**config.mk**
```make
export PLATFORM = sky130hd
export DESIGN_NAME = extint_edge_detect
export DESIGN_NICKNAME = d
export VERILOG_FILES = /design/src/rtl/extint_pkg.sv /design/src/rtl/extint_ctrl.sv /design/src/rtl/extint_datapath.sv /design/src/rtl/extint_edge_detect.sv
export SDC_FILE = /design/constraint.sdc
export NUM_CORES = 1
export LEC_CHECK = 0
export ABC_AREA = 1
export BUFFER_PORTS_ARGS = -buffer_cell sky130_fd_sc_hd__buf_4
export CORE_AREA = 2 2 39 41
export DETAILED_ROUTE_END_ITERATION = 7
export DIE_AREA = 0 0 41 43
export GPL_TIMING_DRIVEN = 0
export PLACE_DENSITY = 0.49
export SYNTH_ARGS = -nofsm -noshare
export SYNTH_HDL_FRONTEND = slang
export SYNTH_SLANG_ARGS = --single-unit
export TNS_END_PERCENT = 5
```
**constraint.sdc**
```tcl
create_clock -name clk -period 0.8 [get_ports clk]
set_input_delay 0.04 -clock clk [delete_from_list [all_inputs] [get_ports clk]]
set_output_delay 0.04 -clock clk [all_outputs]
set_load 0.1 [all_outputs]
```
**src/rtl/extint_pkg.sv**
```systemverilog
package extint_pkg;

  localparam int CFG_W = 4;

  // Field order matches the register bit order, MSB first.
  typedef struct packed {
    logic inEn;       // bit 3
    logic polHigh;    // bit 2
    logic bothEdges;  // bit 1
    logic timerEn;    // bit 0
  } ctrlReg_t;

  typedef struct packed {
    logic inEn;
    logic polHigh;
    logic bothEdges;
    logic timerEn;
    logic ackClr;
  } dpStrobe_t;

endpackage

```
**src/rtl/extint_ctrl.sv**
```systemverilog
module extint_ctrl
  import extint_pkg::*;
#(
  parameter bit HAS_TIMER_GATE = 1'b1
) (
  input  logic             clk,
  input  logic             rstN,
  input  logic             regWrEn,
  input  logic [CFG_W-1:0] regWrData,
  input  logic             ackIn,
  output logic [CFG_W-1:0] regRdData,
  output dpStrobe_t        strobes
);

  ctrlReg_t cfgQ;

  // Contents persist through any low-power hold; only reset clears them.
  always_ff @(posedge clk or negedge rstN) begin
    if (!rstN) begin
      cfgQ <= '0;
    end else if (regWrEn) begin
      cfgQ <= ctrlReg_t'(regWrData);
    end
  end

  assign regRdData         = cfgQ;
  assign strobes.inEn      = cfgQ.inEn;
  assign strobes.polHigh   = cfgQ.polHigh;
  assign strobes.bothEdges = cfgQ.bothEdges;
  assign strobes.ackClr    = ackIn;

  generate
    if (HAS_TIMER_GATE) begin : g_timer
      assign strobes.timerEn = cfgQ.timerEn;
    end else begin : g_noTimer
      // Bit is storage only in this variant.
      assign strobes.timerEn = 1'b0;
    end
  endgenerate

endmodule

```
**src/rtl/extint_datapath.sv**
```systemverilog
module extint_datapath
  import extint_pkg::*;
#(
  parameter int SYNC_STAGES = 2
) (
  input  logic      clk,
  input  logic      rstN,
  input  logic      pinIn,
  input  dpStrobe_t strobes,
  output logic      reqFlag,
  output logic      levelTest,
  output logic      timerGate,
  output logic      edgeDet
);

  logic [SYNC_STAGES-1:0] syncQ;
  logic syncPin;
  logic effIn;
  logic effPrev;
  logic riseEv;
  logic fallEv;
  logic flagQ;

  always_ff @(posedge clk or negedge rstN) begin
    if (!rstN) begin
      syncQ <= '0;
    end else begin
      syncQ <= {syncQ[SYNC_STAGES-2:0], pinIn};
    end
  end

  assign syncPin = syncQ[SYNC_STAGES-1];

  // Active-high view of the pin: inverted for low polarity, forced low when disabled.
  assign effIn = (syncPin ^ ~strobes.polHigh) & strobes.inEn;

  always_ff @(posedge clk or negedge rstN) begin
    if (!rstN) begin
      effPrev <= 1'b0;
    end else begin
      effPrev <= effIn;
    end
  end

  assign riseEv  = effIn & ~effPrev;
  assign fallEv  = ~effIn & effPrev;
  assign edgeDet = riseEv | (strobes.bothEdges & fallEv);

  always_ff @(posedge clk or negedge rstN) begin
    if (!rstN) begin
      flagQ <= 1'b0;
    end else if (edgeDet) begin
      flagQ <= 1'b1;
    end else if (strobes.ackClr) begin
      flagQ <= 1'b0;
    end
  end

  assign reqFlag   = flagQ;
  assign levelTest = effIn;
  assign timerGate = strobes.timerEn & effIn;

endmodule

```
**src/rtl/extint_edge_detect.sv**
```systemverilog
module extint_edge_detect
  import extint_pkg::*;
#(
  parameter int SYNC_STAGES    = 2,
  parameter bit HAS_TIMER_GATE = 1'b1
) (
  input  logic             clk,
  input  logic             rstN,
  input  logic             pinIn,
  input  logic             regWrEn,
  input  logic [CFG_W-1:0] regWrData,
  output logic [CFG_W-1:0] regRdData,
  input  logic             ackIn,
  output logic             reqFlag,
  output logic             levelTest,
  output logic             timerGate
);

  dpStrobe_t strobes;
  logic edgeDet;

  extint_ctrl #(
    .HAS_TIMER_GATE(HAS_TIMER_GATE)
  ) u_ctrl (
    .clk      (clk),
    .rstN     (rstN),
    .regWrEn  (regWrEn),
    .regWrData(regWrData),
    .ackIn    (ackIn),
    .regRdData(regRdData),
    .strobes  (strobes)
  );

  extint_datapath #(
    .SYNC_STAGES(SYNC_STAGES)
  ) u_dp (
    .clk      (clk),
    .rstN     (rstN),
    .pinIn    (pinIn),
    .strobes  (strobes),
    .reqFlag  (reqFlag),
    .levelTest(levelTest),
    .timerGate(timerGate),
    .edgeDet  (edgeDet)
  );

endmodule

```
Yosys cells after proc, flatten, opt, wreduce, memory -nomap -nowiden
Index checks and enable logic that the tools add are counted.
- flip-flop bits (word level): 8
- latch bits: 0
- bits in writable memories: 0
- memory bits (read-only): 0
- input bits: 9
- word-level logic and storage cells: 20
- memories kept: 0
- add/subtract/negate cells: 0
- multiply operators: 0
- divide/modulo/power cells: 0
- order comparisons: 0
- equality and inequality tests: 0
- shifts and indexed selects: 0
- multiplexer cells: 2
- bitwise gates (word level): 10
- reductions and logical operators: 1
- operators by type and width (operator ; number):
    bitwise AND 1 bit ; 5
    NOT 1 bit ; 3
    two-way mux 1 bit ; 2
    nonzero test 2 bit ; 1
    bitwise OR 1 bit ; 1
    bitwise XOR 1 bit ; 1

Longest topological paths before layout
- depth in word-level cells: 8
- depth in mapped cells: 6

Hierarchy
A second synthesis with hierarchy kept.
- cell total of the unflattened synthesis: 42
- area total of the unflattened synthesis: 355.3 um^2
- modules (own cells, without submodules) (module ; instances ; cells each ; area each (um^2)):
    extint_ctrl ; 1 ; 22 ; 186.4
    extint_datapath ; 1 ; 20 ; 168.9

Worst setup path before layout
OpenSTA, ideal clock, no wires.
- path kind: flip-flop to output port
- start: register u_ctrl.cfgQ, in the netlist u_ctrl.regRdData[2]
- end: output port timerGate
- data arrival time: 2553 ps
- data required time: 760 ps
- setup slack: -1793 ps
- cell stages (with the launch flop): 5
- buffers on the path: 0
- path through: dfrtp_1 inv_1 nand2_2 nand3_2 nor2_1
- word-level cells in the longest chain between the ends: 4
- ends and longest elaborated chain (item ; line ; text):
    start, declared ; extint_ctrl.sv:15 ; ctrlReg_t cfgQ;
    start signal, assigned ; extint_ctrl.sv:22 ; cfgQ <= ctrlReg_t'(regWrData);
    NOT 1 bit ; extint_datapath.sv:35 ; assign effIn = (syncPin ^ ~strobes.polHigh) & strobes.inEn;
    bitwise XOR 1 bit ; extint_datapath.sv:35 ;
    bitwise AND 1 bit ; extint_datapath.sv:35 ;
    bitwise AND 1 bit ; extint_datapath.sv:61 ; assign timerGate = strobes.timerEn & effIn;
    end, declared ; extint_edge_detect.sv:16 ; output logic timerGate
Every way passes these cells.

Final worst setup path
- start: register u_ctrl.cfgQ, in the netlist u_ctrl.regRdData[2]
- end: output port levelTest
- word-level cells in the longest chain between the ends: 3
- ends and longest elaborated chain (item ; line ; text):
    NOT 1 bit ; extint_datapath.sv:35 ;
    bitwise XOR 1 bit ; extint_datapath.sv:35 ;
    bitwise AND 1 bit ; extint_datapath.sv:35 ;
    end, declared ; extint_edge_detect.sv:15 ; output logic levelTest,
Every way passes these cells.

==> tab_implementation.tex <==
\begin{tabular}{lr}
\hline
Metric & Value \\
\hline
\multicolumn{2}{l}{\textbf{Clock network}} \\
\quad Number of sinks on the clock net & 8 \\
\quad Clock latency on the worst-skew pair & 0.27 ns \\
\quad Clock tree root driver cell & clkbuf\_4 \\
\quad CTS buffer count & 3 \\
\quad Bufs on Longest Clock Path & 2 \\
\quad CTS H-Tree Depth & 1 \\
\quad Hold-fix buffer count after cts & 5 \\
\quad Clock-pin slew of the registers on the worst-case setup and hold paths & 0.06 ns \\
\quad CTS tree & done \\
\multicolumn{2}{l}{\textbf{Critical path}} \\
\quad Crit end category & primary output \\
\quad Crit Path Max Fanout & 3 \\
\quad Critical-path cell list & inv\_2 -> nand2\_2 -> nand3\_4 -> clkinvlp\_4 -> buf\_12 \\
\quad Arrival time at the worst endpoint & 1.27 ns \\
\quad CP required & 0.76 ns \\
\quad Critical Path Source Type & flop \\
\quad Reg2Reg Capture Point & u\_dp.reqFlag \\
\quad Worst Setup Path Type & reg -> out \\
\quad Origin of the critical flop-to-flop path & u\_ctrl.regRdData[2] \\
\quad Slowest stage cell, crit path & dfrtp\_4 \\
\quad Depth of the worst register-to-register path & 7 \\
\quad Reg2Reg Setup Slack & -0.30 ns \\
\quad Delay contributed by the slowest stage of the critical path & 0.49 ns \\
\multicolumn{2}{l}{\textbf{Worst hold path}} \\
\quad Start point of the worst hold path & regWrData[3] \\
\quad Sink of the worst hold path & u\_ctrl.regRdData[3] \\
\quad Worst min path class & in -> reg \\
\quad Worst hold path depth & 2 \\
\multicolumn{2}{l}{\textbf{Timing}} \\
\quad Pins Over Slew Limit & 0 \\
\quad Fmax & 762 MHz \\
\quad Worst-case clock skew & 0.00576 ns \\
\quad Worst-case setup margin in the final layout & -0.512 ns \\
\quad RSZ-0062 raised after global routing & true \\
\quad Number of endpoints failing setup at the final stage & 11 \\
\quad Transition time of the tightest slew-check pin & 0.277 ns \\
\quad Fin crit period & 1.31 ns \\
\quad Final worst hold slack & -0.00501 ns \\
\quad Final hold viol count & 1 \\
\quad Normalized max-slew margin & 0.817 \\
\quad Final period util & 1.64 \\
\multicolumn{2}{l}{\textbf{Status}} \\
\quad Result of the run & complete, but fails checks \\
\quad Violated checks & negative hold slack, negative setup slack \\
\multicolumn{2}{l}{\textbf{Synthesis}} \\
\quad Top cells by area in the synthesized netlist & dfrtp\_1, nand2\_1, mux2\_1, inv\_1, nand3\_2 \\
\quad Sequential cell area fraction in the yosys report & 0.650 \\
\quad Most used standard cells in the synthesized netlist & dfrtp\_1, nand2\_1, inv\_1 \\
\quad Post-synthesis average cell area & 10.6 um2 \\
\quad Area of the mapped netlist & 308 um2 \\
\quad Commonest register cell after synthesis & dfrtp\_1 \\
\quad Portion of synthesized cell area occupied by the leading cell type & 0.650 \\
\quad Number of synthesized register bits & 8 \\
\quad Share of flip-flops with an asynchronous set or reset & 1.00 \\
\quad Synth Warn \# & 0 \\
\quad Gate count after technology mapping & 29 \\
\quad Syn nets & 38 \\
\quad Cell type with the largest total area after synthesis & dfrtp\_1 \\
\quad Unique masters post-synth & 10 \\
\quad Post-synth EDFFs & 0 \\
\multicolumn{2}{l}{\textbf{Drt}} \\
\quad Final Routed Wirelength & 690 um \\
\quad Vias after detailed routing & 297 \\
\quad Average via count per standard cell & 4.07 \\
\quad Number of detailed-route iterations in the first pass & 2 \\
\quad Count of unresolved DRC violations after routing & 0 \\
\quad Initial detailed-routing violation count & 1 \\
\quad Routed Antenna Nets & 0 \\
\quad Average routed wire per standard cell & 9.45 um \\
\multicolumn{2}{l}{\textbf{Pwr}} \\
\quad Power density over the cells & 2260 nW/um2 \\
\quad Max IR drop VDD & 0.000963 V \\
\quad Leakage power & 0.000302 uW \\
\multicolumn{2}{l}{\textbf{Placement}} \\
\quad Post-DP HPWL & 481 um \\
\quad Final Wtd Congestion & 0.621 \\
\quad Cell count after placement & 60 \\
\quad Setup slack after placement & -0.325 ns \\
\quad Number of buffer cells added on primary ports & 15 \\
\multicolumn{2}{l}{\textbf{Final layout}} \\
\quad Area Overhead vs Synth & 105\% \\
\quad Antenna Diode Count & 0 \\
\quad Number of standard cells in the layout, taps in and fillers out & 73 \\
\quad Multi-input gate area & 110 um2 \\
\quad Fraction of final layout cells with drive strength greater than 1 & 0.561 \\
\quad Sequential cell area & 206 um2 \\
\quad Net count of the finished layout & 67 \\
\quad Fill cell total of the finished layout & 141 \\
\multicolumn{2}{l}{\textbf{Die}} \\
\quad Height of the die & 43 um \\
\quad Ports & 16 \\
\quad Initial Utilization & 0.222 \\
\quad Die width & 41 um \\
\quad CORE AREA & 1380 um2 \\
\quad Number of rows in the core area & 14 \\
\quad Floorplan die area & 1760 um2 \\
\multicolumn{2}{l}{\textbf{Global route}} \\
\quad All-layer global routing usage & 0.111 \\
\quad Maximum number of pins on one net before global-route repair & 9 \\
\quad Wire length of the first global-routing pass & 1190 um \\
\quad GRT Residual Overflow & 0 \\
\quad Number of global-route vias before repair & 310 \\
\quad Number of antenna violations at the first check in global routing & 0 \\
\multicolumn{2}{l}{\textbf{Flow run}} \\
\quad Number of max-capacitance violations reported & 0 \\
\hline
\end{tabular}
[metrics by stage]
| step | power, uW | setup TNS [ns] | area, um2 | util |
|---|---|---|---|---|
| floorplan | 840 | -3.83 | 333 | - |
| global placement | 958 | -0.981 | 465 | 0.336 |
| detailed placement | 960 | -0.997 | 465 | 0.336 |
| CTS | 1410 | -2.27 | 599 | 0.433 |
| global route | 1500 | -2.76 | 632 | 0.457 |
| finish | 1430 | -2.29 | 632 | 0.457 |
[how the worst max path moves through the flow]
stage | start | to | cells past startpoint
2_1_floorplan | u_ctrl.regRdData[2] | u_dp.effPrev | 4
3_3_place_gp | u_ctrl.regRdData[2] | timerGate | 4
3_5_place_dp | u_ctrl.regRdData[2] | timerGate | 4
4_1_cts | u_ctrl.regRdData[2] | levelTest | 5
5_1_grt | u_ctrl.regRdData[2] | levelTest | 5
6_report | u_ctrl.regRdData[2] | levelTest | 5
[cells in the final DEF (no fill, tap or decap)]
master	instances
clkbuf_1	1
dfrtp_2	2
clkinvlp_4	1
o21ai_1	1
dlygate4sd3_1	5
inv_2	1
nand2_1	7
nand4_1	1
inv_1	3
dfrtp_4	1
mux2_4	1
buf_4	14
dfrtp_1	5
mux2_1	1
nand2_2	2
nor2_4	1
buf_12	4
clkbuf_4	3
o21ai_0	1
buf_6	1
nand3_4	1
[metal layers]
| layer | vias up | GRT usage | wire length [um] |
|---|---|---|---|
| met5 | - | 0 | 0 |
| met3 | 2 | 0.0628 | 70 |
| met1 | 138 | 0.110 | 286 |
| li1 | 144 | - | - |
| met2 | 13 | 0.153 | 312 |
| met4 | 0 | 0.100 | 21 |
[power breakdown]
| part | leakage, uW | switching [uW] | internal, uW |
|---|---|---|---|
| Clock | 0.0000150 | 160 | 192 |
| Combinational | 0.000195 | 376 | 213 |
| Sequential | 0.0000921 | 40.2 | 450 |
[state kept, by name, summed over array words and instances (netlist names)]
signal	cells
u_dp.reqFlag	1
u_dp.effPrev	1
u_ctrl.regRdData	4
u_dp.syncQ	2
[cell type report]
type                       instances  share of cell area
timing repair buffer              24               0.390
sequential                         8               0.327
multi-input combinational         16               0.174
clock buffer                       4              0.0416
inverter                           5              0.0356
tap                               16              0.0317
[cells by family after synthesis]
kind of cell | Yosys count | synth area share
compound gates | 2 | 0.0325
buf+inv | 5 | 0.0610
flops | 8 | 0.650
mux | 2 | 0.0732
simple gates | 12 | 0.183
[what timing repair did]
| item | CTS | global route |
|---|---|---|
| resized for setup | 11 | 4 |
| pin swaps | 2 | 0 |
| hold endpoints to repair | 13 | 1 |
| endpoints found under the setup margin | 10 | 12 |
| buffers inserted | 2 | 2 |
[critical path, delay by kind of cell, from the launching register on]
family | cells | cell delay (ns)
DFF | 1 | 0.49
buffers and inverters | 3 | 0.36
and+or+nand+nor | 2 | 0.15
Note: power is estimated with default switching activity, not from simulation.
